File: src/rtl/irq_stat_pkg.sv
package irq_stat_pkg;
  parameter int N_COND   = 7;
  parameter int REG_W    = 16;
  parameter int MASK_LSB = 8;
  parameter int SRQ_BIT  = 3;
  // 1 = latched on rising edge, 0 = live level
  parameter logic [N_COND-1:0] LATCH_SEL = 7'b111_0111;

  typedef logic [N_COND-1:0] cond_vec_t;

  function automatic logic [REG_W-1:0] reg_image(cond_vec_t st, cond_vec_t en);
    logic [REG_W-1:0] w;
    w = '0;
    w[N_COND-1:0] = st;
    w[MASK_LSB +: N_COND] = en;
    return w;
  endfunction

  function automatic logic any_enabled(cond_vec_t st, cond_vec_t en);
    return |(st & en);
  endfunction

  function automatic logic latch_next(logic cur, logic rise, logic clr);
    return (clr ? 1'b0 : cur) | rise;
  endfunction
endpackage

File: src/rtl/stat_capture.sv
module stat_capture
  import irq_stat_pkg::*;
#(
  parameter int                N   = N_COND,
  parameter logic [N-1:0]      SEL = LATCH_SEL
) (
  input  logic         clk,
  input  logic         rst_n,
  input  logic [N-1:0] cond,
  input  logic         clr,
  output logic [N-1:0] rise_o,
  output logic [N-1:0] status_o
);
  logic [N-1:0] cond_q;

  always_ff @(posedge clk or negedge rst_n) begin
    if (!rst_n) cond_q <= '0;
    else        cond_q <= cond;
  end

  assign rise_o = cond & ~cond_q;

  for (genvar i = 0; i < N; i++) begin : g_bit
    if (SEL[i]) begin : g_latch
      logic flag_q;
      always_ff @(posedge clk or negedge rst_n) begin
        if (!rst_n) flag_q <= 1'b0;
        else        flag_q <= latch_next(flag_q, rise_o[i], clr);
      end
      assign status_o[i] = flag_q;
    end else begin : g_live
      assign status_o[i] = cond[i];
    end
  end
endmodule

File: src/rtl/enable_store.sv
module enable_store #(
  parameter int N = 7
) (
  input  logic         clk,
  input  logic         rst_n,
  input  logic         we,
  input  logic [N-1:0] wfield,
  output logic [N-1:0] en_o
);
  always_ff @(posedge clk or negedge rst_n) begin
    if (!rst_n)  en_o <= '0;
    else if (we) en_o <= wfield;
  end
endmodule

File: src/rtl/irq_reduce.sv
module irq_reduce
  import irq_stat_pkg::*;
(
  input  logic      clk,
  input  logic      rst_n,
  input  cond_vec_t status,
  input  cond_vec_t en,
  output logic      irq_o
);
  always_ff @(posedge clk or negedge rst_n) begin
    if (!rst_n) irq_o <= 1'b0;
    else        irq_o <= any_enabled(status, en);
  end
endmodule

File: src/rtl/irq_stat_reg.sv
module irq_stat_reg
  import irq_stat_pkg::*;
#(
  parameter int               ADDR_W     = 8,
  parameter logic [ADDR_W-1:0] REG_OFFSET = 8'h0C
) (
  input  logic              clk,
  input  logic              rst_n,
  input  logic [ADDR_W-1:0] host_addr,
  input  logic              host_wr,
  input  logic              host_rd,
  input  logic [REG_W-1:0]  host_wdata,
  output logic [REG_W-1:0]  host_rdata,
  input  logic [N_COND-1:0] cond_in,
  output logic              irq
);
  logic      hit;
  logic      rd_hit;
  logic      wr_hit;
  cond_vec_t rise_vec;
  cond_vec_t status_vec;
  cond_vec_t en_vec;

  assign hit    = (host_addr == REG_OFFSET);
  assign rd_hit = hit & host_rd;
  assign wr_hit = hit & host_wr;

  stat_capture #(.N(N_COND), .SEL(LATCH_SEL)) u_cap (
    .clk      (clk),
    .rst_n    (rst_n),
    .cond     (cond_in),
    .clr      (rd_hit),
    .rise_o   (rise_vec),
    .status_o (status_vec)
  );

  enable_store #(.N(N_COND)) u_en (
    .clk    (clk),
    .rst_n  (rst_n),
    .we     (wr_hit),
    .wfield (host_wdata[MASK_LSB +: N_COND]),
    .en_o   (en_vec)
  );

  irq_reduce u_irq (
    .clk    (clk),
    .rst_n  (rst_n),
    .status (status_vec),
    .en     (en_vec),
    .irq_o  (irq)
  );

  assign host_rdata = reg_image(status_vec, en_vec);
endmodule

File: config.mk
export PLATFORM = sky130hd
export DESIGN_NAME = irq_stat_reg
export DESIGN_NICKNAME = d
export VERILOG_FILES = /design/src/rtl/irq_stat_pkg.sv /design/src/rtl/stat_capture.sv /design/src/rtl/enable_store.sv /design/src/rtl/irq_reduce.sv /design/src/rtl/irq_stat_reg.sv
export SDC_FILE = /design/constraint.sdc
export NUM_CORES = 1
export LEC_CHECK = 0
export BUFFER_PORTS_ARGS = -buffer_cell sky130_fd_sc_hd__buf_2
export CORE_MARGIN = 3
export CORE_UTILIZATION = 40
export DETAILED_ROUTE_END_ITERATION = 16
export PLACE_DENSITY = 0.74
export SLEW_MARGIN = 20
export SYNTH_ARGS = -nofsm -noshare
export SYNTH_HDL_FRONTEND = slang
export SYNTH_SLANG_ARGS = --single-unit
File: constraint.sdc
create_clock -name clk -period 1.24 [get_ports clk]
set_clock_uncertainty 0.1 [all_clocks]
set_input_delay 0.124 -clock clk [delete_from_list [all_inputs] [get_ports clk]]
set_output_delay 0.124 -clock clk [all_outputs]
set_load 0.02 [all_outputs]
==> impl_results.md, run 1 <==
* Yosys reg bits at 20
* Antenna violations before repair at 0
* Fin. max-slew vios at 0
* Routed vias/inst at 4.59
* Hpwl dp at 1.27 mm
* Row count at 15
* Num CTS Buffers at 3
* GR Overflow Total at 0
* WHS Endpoint: u_en.en_o[1]
* Placer's final routability congestion estimate at 0.683
* Die height at 51.1 um
* Max cap viols at 0
* Tmin final at 1.17 ns
* Largest stage delay on the critical path at 0.54 ns
* Clock Sinks at 20
* Synth Area in XOR/XNOR at 0%
* HP Start: host_wr
* Root Buffer: clkbuf_4
* Initial Utilization at 44.6%
* Port Buffers at 40
* Maximum clock rate at 854 MHz
* Max VDD drop at 0.000588 V
* Clk buf depth at 2
* CP startpoint kind: input pin
* CP max-delay cell: dlygate4sd3_1
* Hold Crit Class: in -> reg
* Vias after detailed routing at 610
* CTS tree: yes
* IO Count at 52
* CP Cell Sequence: dlygate4sd3_1 -> buf_2 -> buf_2
* Reg-to-Reg End: u_irq.irq_o
* CTS HTree Levels at 1
* # Post-CTS Setup Buffers at 0
* Hold violation count in the final report at 0
* Clk Latency, worst-skew pair at 0.29 ns
* Hold slack at 0.132 ns
* WL/cell at 13.0 um
* Die X-Extent at 51.1 um
* Outcome: complete, no violations
* Resized cells post-CTS at 0
* Largest family of logic cells by synthesized area: buffers and inverters
* Antenna-violating nets left at 0
* Sequential-to-total area share from yosys stat at 61.6%
* CTS Hold Bufs at 15
* Avg Cell Area, Syn at 14.2 um^2
* Placed Area at 987 um^2
* Post-Syn Instances at 57
* Vias in the first global route at 618
* R2R Setup Slk at 0.15 ns
* Fill count at 156
* Critical Path AT at 0.95 ns
* First-pass GRT wire length at 2.76 mm
* Crit end category: output port
* Worst-path fanout max at 2
* Netlist Area Pre-Place at 812 um^2
* Post-synthesis simple-gate area fraction at 7.55%
* Remaining DRCs at 0
* Mux contribution to synthesized area at 9.71%
* Setup Viol. Count Final at 0
* Design Area, Final at 1160 um^2
* Nets@finish at 145
* # diodes at 0
* Synth cell types at 12
* DR iter-0 viols at 8
* Yosys warning count at 0
* Most used cell, CP: buf_2
* Post-synthesis compound-gate area fraction at 9.55%
* Layout cell share with drive strength beyond 1 at 50.0%
* RR Startpoint: u_en.en_o[4]
* P&R area growth vs syn at 42.8%
* WP data required at 1.02 ns
* Die area at 2610 um^2
* R2R depth at 2
* Setup_tns at 0 ns
* CORE AREA at 1820 um^2
* Static Leak at 0.607 nW
* Worst-path clk slew at 0.10 ns
* DRT Wirelength at 1.73 mm
* Largest net degree at the start of global routing at 21
* CP Class: in -> out
* 1st-pass router iterations at 4
* Final worst path period share at 94.4%
* Hold depth at 3
* Power Density at 1010 nW/um^2
* Total track usage at 14.7%
* Adder-Cell Fraction of Synth Area at 0%
* RSZ-0062 raised after global routing: false
-- cell usage in the layout (no fill, tap or decap) --
| cell | n |
|---|---|
| a222oi_1 | 1 |
| a22o_1 | 6 |
| a22oi_1 | 2 |
| and4bb_2 | 1 |
| buf_2 | 40 |
| buf_4 | 1 |
| clkbuf_4 | 3 |
| conb_1 | 2 |
| dfrtp_1 | 20 |
| dlygate4sd3_1 | 15 |
| inv_1 | 6 |
| mux2_2 | 7 |
| nand3_1 | 2 |
| nand3_4 | 1 |
| nor4_4 | 1 |
-- worst max-delay path by stage --
stage / startpoint / to / depth (start not counted) / slack (ns)
after floorplan: u_en.en_o[4] / u_irq.irq_o / 2 / 0.13
after global placement: host_addr[1] / u_en.en_o[0] / 4 / -0.02
after detailed placement: host_addr[1] / u_cap.g_bit[0].g_latch.flag_q / 5 / -0.08
after CTS: cond_in[3] / host_rdata[3] / 3 / 0.07
after global routing: cond_in[3] / host_rdata[3] / 3 / 0.05
final: cond_in[3] / host_rdata[3] / 3 / 0.07
-- routing by layer --
metal / global-route usage [%] / share of wire, % / vias up
met2: 25.3 / 52 / 22
li1: - / - / 293
met3: 4.66 / 6.2 / 2
met5: 0 / 0 / -
met1: 16.9 / 41 / 293
met4: 5.38 / 0.58 / 0
-- sequential cells by signal (all words and copies together) (netlist names) --
name                        flops
u_en.en_o                       7
u_cap.cond_q                    6
u_cap.g_bit.g_latch.flag_q      6
u_irq.irq_o                     1
-- final cells by class --
cell class                      count  area, um^2  share of cell area, %
Multi-Input combinational cell     23         225                   19.4
Timing Repair Buffer               56         358                   30.9
Tap cell                           25        31.3                   2.70
Clock buffer                        3        22.5                   1.94
Inverter                            6        22.5                   1.94
Sequential cell                    20         500                   43.2
-- worst max-delay path, delay by kind of cell --
kind	cells	cell delay [ns]
buffers and inverters	3	0.82
-- cell usage after synthesis --
| library cell | count | share of area (%) |
|---|---|---|
| dfrtp_1 | 20 | 62 |
| nand3_1 | 2 | 1.2 |
| a22o_1 | 6 | 6.5 |
| buf_4 | 9 | 8.3 |
| nor4_4 | 1 | 2.6 |
| nand3_4 | 1 | 2.2 |
| mux2_2 | 7 | 9.7 |
| inv_1 | 6 | 2.8 |
| and4bb_2 | 1 | 1.5 |
| a22oi_1 | 2 | 1.8 |
| a222oi_1 | 1 | 1.2 |
| conb_1 | 1 | 0.46 |
-- per-stage QoR --
step                power [mW]  std cells  setup slack (ns)  utilization (%)
floorplan                0.778         58             0.135                -
global placement         0.851        115           -0.0160             54.2
detailed placement       0.854        115           -0.0801             54.2
CTS                       1.18        133            0.0695             63.7
global route              1.24        133            0.0467             63.7
finish                    1.17        133            0.0693             63.7
-- where the power goes --
| group | internal [mW] | switching [mW] | total [mW] |
|---|---|---|---|
| Sequential | 0.681 | 0.0134 | 0.695 |
| Clock | 0.113 | 0.178 | 0.291 |
| Combinational | 0.0937 | 0.0882 | 0.182 |
-- cell families (layout without fill, tap and decap cells) --
logic type             after synthesis  after routing
AOI/OAI and AO/OA                    9              9
and+or+nand+nor                      5              5
muxes                                7              7
buffers and inverters               15             65
other                                1              2
DFF                                 20             20
Power figures use the tool's default switching activity.
==> run 2: changes to the inputs <==
Settings changed: MAX_ROUTING_LAYER set to met4.
==> impl_results.md, run 2 (synthesized netlist as in run 1, its figures left out) <==
* Outcome: complete, no violations (unchanged)
* First-pass GRT wire length at 2.75 mm (was 2.76 mm)
* CP startpoint kind: input pin (unchanged)
* DR iter-0 viols at 8 (unchanged)
* Clock Sinks at 20 (unchanged)
* Placer's final routability congestion estimate at 0.690 (was 0.683)
* Crit path buf inv count at 3 (unchanged)
* Num CTS Buffers at 3 (unchanged)
* WP data required at 1.02 ns (about the same)
* Largest Register: u_en.en_o (unchanged)
* Root Buffer: clkbuf_4 (unchanged)
* RSZ-0062 raised after global routing: false (unchanged)
* DRT Wirelength at 1.74 mm (was 1.73 mm)
* Antenna violations before repair at 0 (unchanged)
* Crit path max-delay family: buffers and inverters (unchanged)
* Dpl cells at 115 (unchanged)
* Remaining DRCs at 0 (unchanged)
* GR Overflow Total at 0 (unchanged)
* Largest stage delay on the critical path at 0.54 ns (about the same)
* Die X-Extent at 51.1 um (unchanged)
* Largest regs: u_en.en_o (7), u_cap.cond_q (6), u_cap.g_bit.g_latch.flag_q (6) (unchanged)
* Clk buf depth at 2 (unchanged)
* Clk Latency, worst-skew pair at 0.29 ns (about the same)
* CP Cell Sequence: dlygate4sd3_1 -> buf_2 -> buf_2 (unchanged)
* Layout cell share with drive strength beyond 1 at 50.0% (unchanged)
* Crit end category: output port (unchanged)
* Maximum clock rate at 854 MHz (about the same)
* Resized cells post-CTS at 0 (unchanged)
* Final worst path period share at 94.4% (about the same)
* Critical Path AT at 0.95 ns (about the same)
* CTS Hold Bufs at 15 (unchanged)
* Hpwl dp at 1.27 mm (unchanged)
* Most used cell, CP: buf_2 (unchanged)
* WL/cell at 13.1 um (was 13.0 um)
* Die height at 51.1 um (unchanged)
* Power Density at 1010 nW/um^2 (about the same)
* Non-filler cells, final at 133 (unchanged)
* 1st-pass router iterations at 4 (unchanged)
* Static Leak at 0.607 nW (unchanged)
* CORE AREA at 1820 um^2 (unchanged)
* Commonest non-fill, non-tap cell in the layout: buf_2 (unchanged)
* Max VDD drop at 0.000581 V (was 0.000588 V)
* CP max-delay cell: dlygate4sd3_1 (unchanged)
* Hold violation count in the final report at 0 (unchanged)
* Initial Utilization at 44.6% (unchanged)
* Fin. max-slew vios at 0 (unchanged)
* # Post-CTS Setup Buffers at 0 (unchanged)
* Largest net degree at the start of global routing at 21 (unchanged)
* Worst-path clk slew at 0.10 ns (about the same)
* Post-layout util at 63.7% (unchanged)
* Row count at 15 (unchanged)
* IO Count at 52 (unchanged)
* Die area at 2610 um^2 (unchanged)
* Vias after detailed routing at 614 (was 610)
* CTS HTree Levels at 1 (unchanged)
* Setup Viol. Count Final at 0 (unchanged)
* Worst-path fanout max at 2 (unchanged)
* Max FFs per register at 7 (unchanged)
* Max cap viols at 0 (unchanged)
* Routed vias/inst at 4.62 (was 4.59)
* Tmin final at 1.17 ns (about the same)
* CTS tree: yes (unchanged)
* Hold slack at 0.132 ns (about the same)
* # diodes at 0 (unchanged)
* Antenna-violating nets left at 0 (unchanged)
* CP Class: in -> out (unchanged)
* Port Buffers at 40 (unchanged)
* Pre-CTS setup slack at -0.0801 ns (unchanged)
* Total track usage at 15.1% (was 14.7%)
* Hold Crit Class: in -> reg (unchanged)
* Vias in the first global route at 616 (was 618)
* Tot Pwr at 1.17 mW (about the same)
* Nets@finish at 145 (unchanged)
* Commonest cells after routing, fill and taps aside: buf_2, dfrtp_1, dlygate4sd3_1 (unchanged)
* P&R area growth vs syn at 42.8% (unchanged)
* Final Worst Setup Slack at 0.0692 ns (was 0.0693 ns)
[run 2: stage by stage]
step                setup TNS [ns]  area, um^2
detailed placement          -0.833         987
finish                           0        1160
CTS                              0        1160
floorplan                        0         816
global route                     0        1160
global placement            -0.137         987
[run 2: layout make-up]
cell class / instances / area (um^2)
fillers: 156 / 661
flip-flops and latches: 20 / 500
repair buffers: 56 / 358
multi-input cells: 23 / 225
well taps: 25 / 31.3
clock buffers: 3 / 22.5
inverters: 6 / 22.5
[run 2: final timing paths]
path / startpoint / depth (start not counted) / endpoint / slack [ns]
worst max-delay path: cond_in[3] / 3 / host_rdata[3] / 0.07
worst min-delay path: host_wr / 3 / u_en.en_o[1] / 0.13
worst max register to register: u_en.en_o[4] / 2 / u_irq.irq_o / 0.15
min in group asynchronous: rst_n / 2 / u_en.en_o[1] / 0.19
worst min register to register: u_cap.g_bit[4].g_latch.flag_q / 1 / u_cap.g_bit[4].g_latch.flag_q / 0.43
max in group asynchronous: rst_n / 2 / u_cap.cond_q[2] / 0.55
[run 2: worst reg2reg max path: cells and delay by family (launching register included)]
| kind | cells | cell delay [ns] |
|---|---|---|
| compound gates | 1 | 0.35 |
| flops | 1 | 0.40 |
| simple gates | 1 | 0.12 |
[run 2: power by group]
part / total [mW] / switching [mW] / internal, mW
combinational: 0.182 / 0.0883 / 0.0938
clock: 0.290 / 0.177 / 0.113
sequential: 0.695 / 0.0134 / 0.681
total: 1.17 / 0.279 / 0.888
[run 2: routing by layer]
layer / global-route usage (%) / vias up / part of all wire, %
li1: - / 291 / -
met1: 16.9 / 299 / 41
met2: 25.5 / 22 / 53
met3: 4.37 / 2 / 5.8
met4: 5.38 / 0 / 0.29
met5: - / - / 0
==> run 3: changes to the inputs <==
Settings changed: PLACE_DENSITY 0.74 to 0.76.
==> impl_results.md, run 3 (synthesized netlist as in run 1, its figures left out) <==
* P&R area growth vs syn at 46.5% (was 42.8%)
* CTS HTree Levels at 1 (unchanged)
* Crit path max-delay family: buffers and inverters (unchanged)
* 1st-pass router iterations at 4 (unchanged)
* Crit path buf inv count at 3 (unchanged)
* Worst-path fanout max at 2 (unchanged)
* Met1 Use GR at 18.3% (was 16.9%)
* DR iter-0 viols at 10 (was 8)
* Commonest non-fill, non-tap cell in the layout: buf_2 (unchanged)
* RSZ-0062 raised after global routing: false (unchanged)
* Combinational fraction of design power at 13.2% (was 15.6%)
* Static Leak at 0.621 nW (was 0.607 nW)
* CP Class: in -> out (unchanged)
* IO Count at 52 (unchanged)
* Antenna-violating nets left at 0 (unchanged)
* Sw Share at 21.6% (was 23.9%)
* Maximum clock rate at 846 MHz (was 854 MHz)
* WP data required at 1.02 ns (about the same)
* Non-filler cells, final at 134 (was 133)
* Largest regs: u_en.en_o (7), u_cap.cond_q (6), u_cap.g_bit.g_latch.flag_q (6) (unchanged)
* Root Buffer: clkbuf_4 (unchanged)
* Pre-CTS setup slack at -0.0737 ns (was -0.0801 ns)
* Total track usage at 16.7% (was 15.1%)
* Initial Utilization at 44.6% (unchanged)
* Largest stage delay on the critical path at 0.55 ns (was 0.54 ns)
* Tmin final at 1.18 ns (was 1.17 ns)
* DRT Wirelength at 1.91 mm (was 1.74 mm)
* Max cap viols at 0 (unchanged)
* Hold violation count in the final report at 0 (unchanged)
* Clk Latency, worst-skew pair at 0.30 ns (was 0.29 ns)
* Num CTS Buffers at 3 (unchanged)
* Critical Path AT at 0.96 ns (was 0.95 ns)
* Worst-path clk slew at 0.12 ns (was 0.10 ns)
* Clock power share at 37.4% (was 24.9%)
* Vias after detailed routing at 626 (was 614)
* Remaining DRCs at 0 (unchanged)
* Clock Sinks at 20 (unchanged)
* CP max-delay cell: dlygate4sd3_1 (unchanged)
* Hold Crit Class: in -> reg (unchanged)
* Power Density at 1180 nW/um^2 (was 1010 nW/um^2)
* Clk buf depth at 2 (unchanged)
* Port Buffers at 40 (unchanged)
* Routed vias/inst at 4.67 (was 4.62)
* Outcome: complete, no violations (unchanged)
* Placer's final routability congestion estimate at 0.664 (was 0.690)
* Grt peak-use layer: met2 (unchanged)
* Fill count at 154 (was 156)
* Multi-input gate area at 225 um^2 (unchanged)
* CORE AREA at 1820 um^2 (unchanged)
* Nets@finish at 145 (unchanged)
* Switching pwr at 304 uW (was 279 uW)
* Die height at 51.1 um (unchanged)
* Setup Viol. Count Final at 0 (unchanged)
* Met2 Use GR at 30.0% (was 25.5%)
* Design Area, Final at 1190 um^2 (was 1160 um^2)
* Max FFs per register at 7 (unchanged)
* Antenna violations before repair at 0 (unchanged)
* CP Cell Sequence: dlygate4sd3_1 -> buf_2 -> buf_2 (unchanged)
* Int Pwr at 1.10 mW (was 888 uW)
* CTS tree: yes (unchanged)
* Die area at 2610 um^2 (unchanged)
* Largest Register: u_en.en_o (unchanged)
* Dpl cells at 115 (unchanged)
* Placed Area at 987 um^2 (unchanged)
* Register area at 500 um^2 (unchanged)
* Vias in the first global route at 686 (was 616)
* Row count at 15 (unchanged)
* Flop pwr share at 49.4% (was 59.5%)
* GR Util met3 at 3.50% (was 4.37%)
* Max VDD drop at 0.000916 V (was 0.000581 V)
* GR Overflow Total at 0 (unchanged)
* Final worst path period share at 95.3% (was 94.4%)
* Crit end category: output port (unchanged)
* Final Worst Setup Slack at 0.0586 ns (was 0.0692 ns)
* First-pass GRT wire length at 3.04 mm (was 2.75 mm)
* Most used cell, CP: buf_2 (unchanged)
* Die X-Extent at 51.1 um (unchanged)
* Layout cell share with drive strength beyond 1 at 50.5% (was 50.0%)
* Fin. max-slew vios at 0 (unchanged)
* Commonest cells after routing, fill and taps aside: buf_2, dfrtp_1, dlygate4sd3_1 (unchanged)
* Hold slack at 0.130 ns (was 0.132 ns)
* # diodes at 0 (unchanged)
* Largest net degree at the start of global routing at 21 (unchanged)
* WL/cell at 14.2 um (was 13.1 um)
* CP startpoint kind: input pin (unchanged)
[run 3: per-stage QoR]
step           TNS, ns  utilization [%]  power (mW)
2_1_floorplan        0                -       0.778
3_3_place_gp    -0.226             54.2       0.850
3_5_place_dp    -0.732             54.2       0.856
4_1_cts              0             65.4        1.42
5_1_grt              0             65.4        1.48
6_report             0             65.4        1.41
[run 3: worst paths after layout]
path	cells after the start	slack [ns]	start	end
max in group asynchronous	2	0.55	rst_n	u_en.en_o[6]
max reg2reg	2	0.17	u_en.en_o[4]	u_irq.irq_o
min	3	0.13	host_wr	u_en.en_o[5]
min reg2reg	1	0.44	u_cap.g_bit[2].g_latch.flag_q	u_cap.g_bit[2].g_latch.flag_q
min in group asynchronous	2	0.18	rst_n	u_en.en_o[0]
max	3	0.06	cond_in[3]	host_rdata[3]
[run 3: timing repair]
action                    CTS  global route
hold buffers               15             0
hold endpoints to repair   40             0
gates resized for setup     0             0
buffers inserted            0             0
[run 3: metal layers]
metal / vias to the layer above / routed length, um
met2: 25 / 1070
met3: 2 / 96
met4: 0 / 5
met1: 305 / 737
met5: - / 0
li1: 294 / -
[run 3: power by group through the flow]
stage	sequential [mW]	combinational, mW	clock (mW)
after floorplan	0.730	0.0482	0
after global placement	0.707	0.143	0
after detailed placement	0.708	0.148	0
after CTS	0.695	0.185	0.541
after global routing	0.698	0.200	0.583
final	0.695	0.185	0.526
[run 3: worst register-to-register path, stage by stage, from the launching register on]
cell,delay [ns]
dfrtp_1,0.42
a222oi_1,0.33
nand3_1,0.11
[run 3: cell type report]
cell class / count / area share, %
Inverter: 6 / 1.89
Multi-Input combinational cell: 23 / 18.9
Tap cell: 25 / 2.63
Sequential cell: 20 / 42.1
Timing Repair Buffer: 56 / 30.1
Clock inverter: 1 / 2.52
Clock buffer: 3 / 1.89
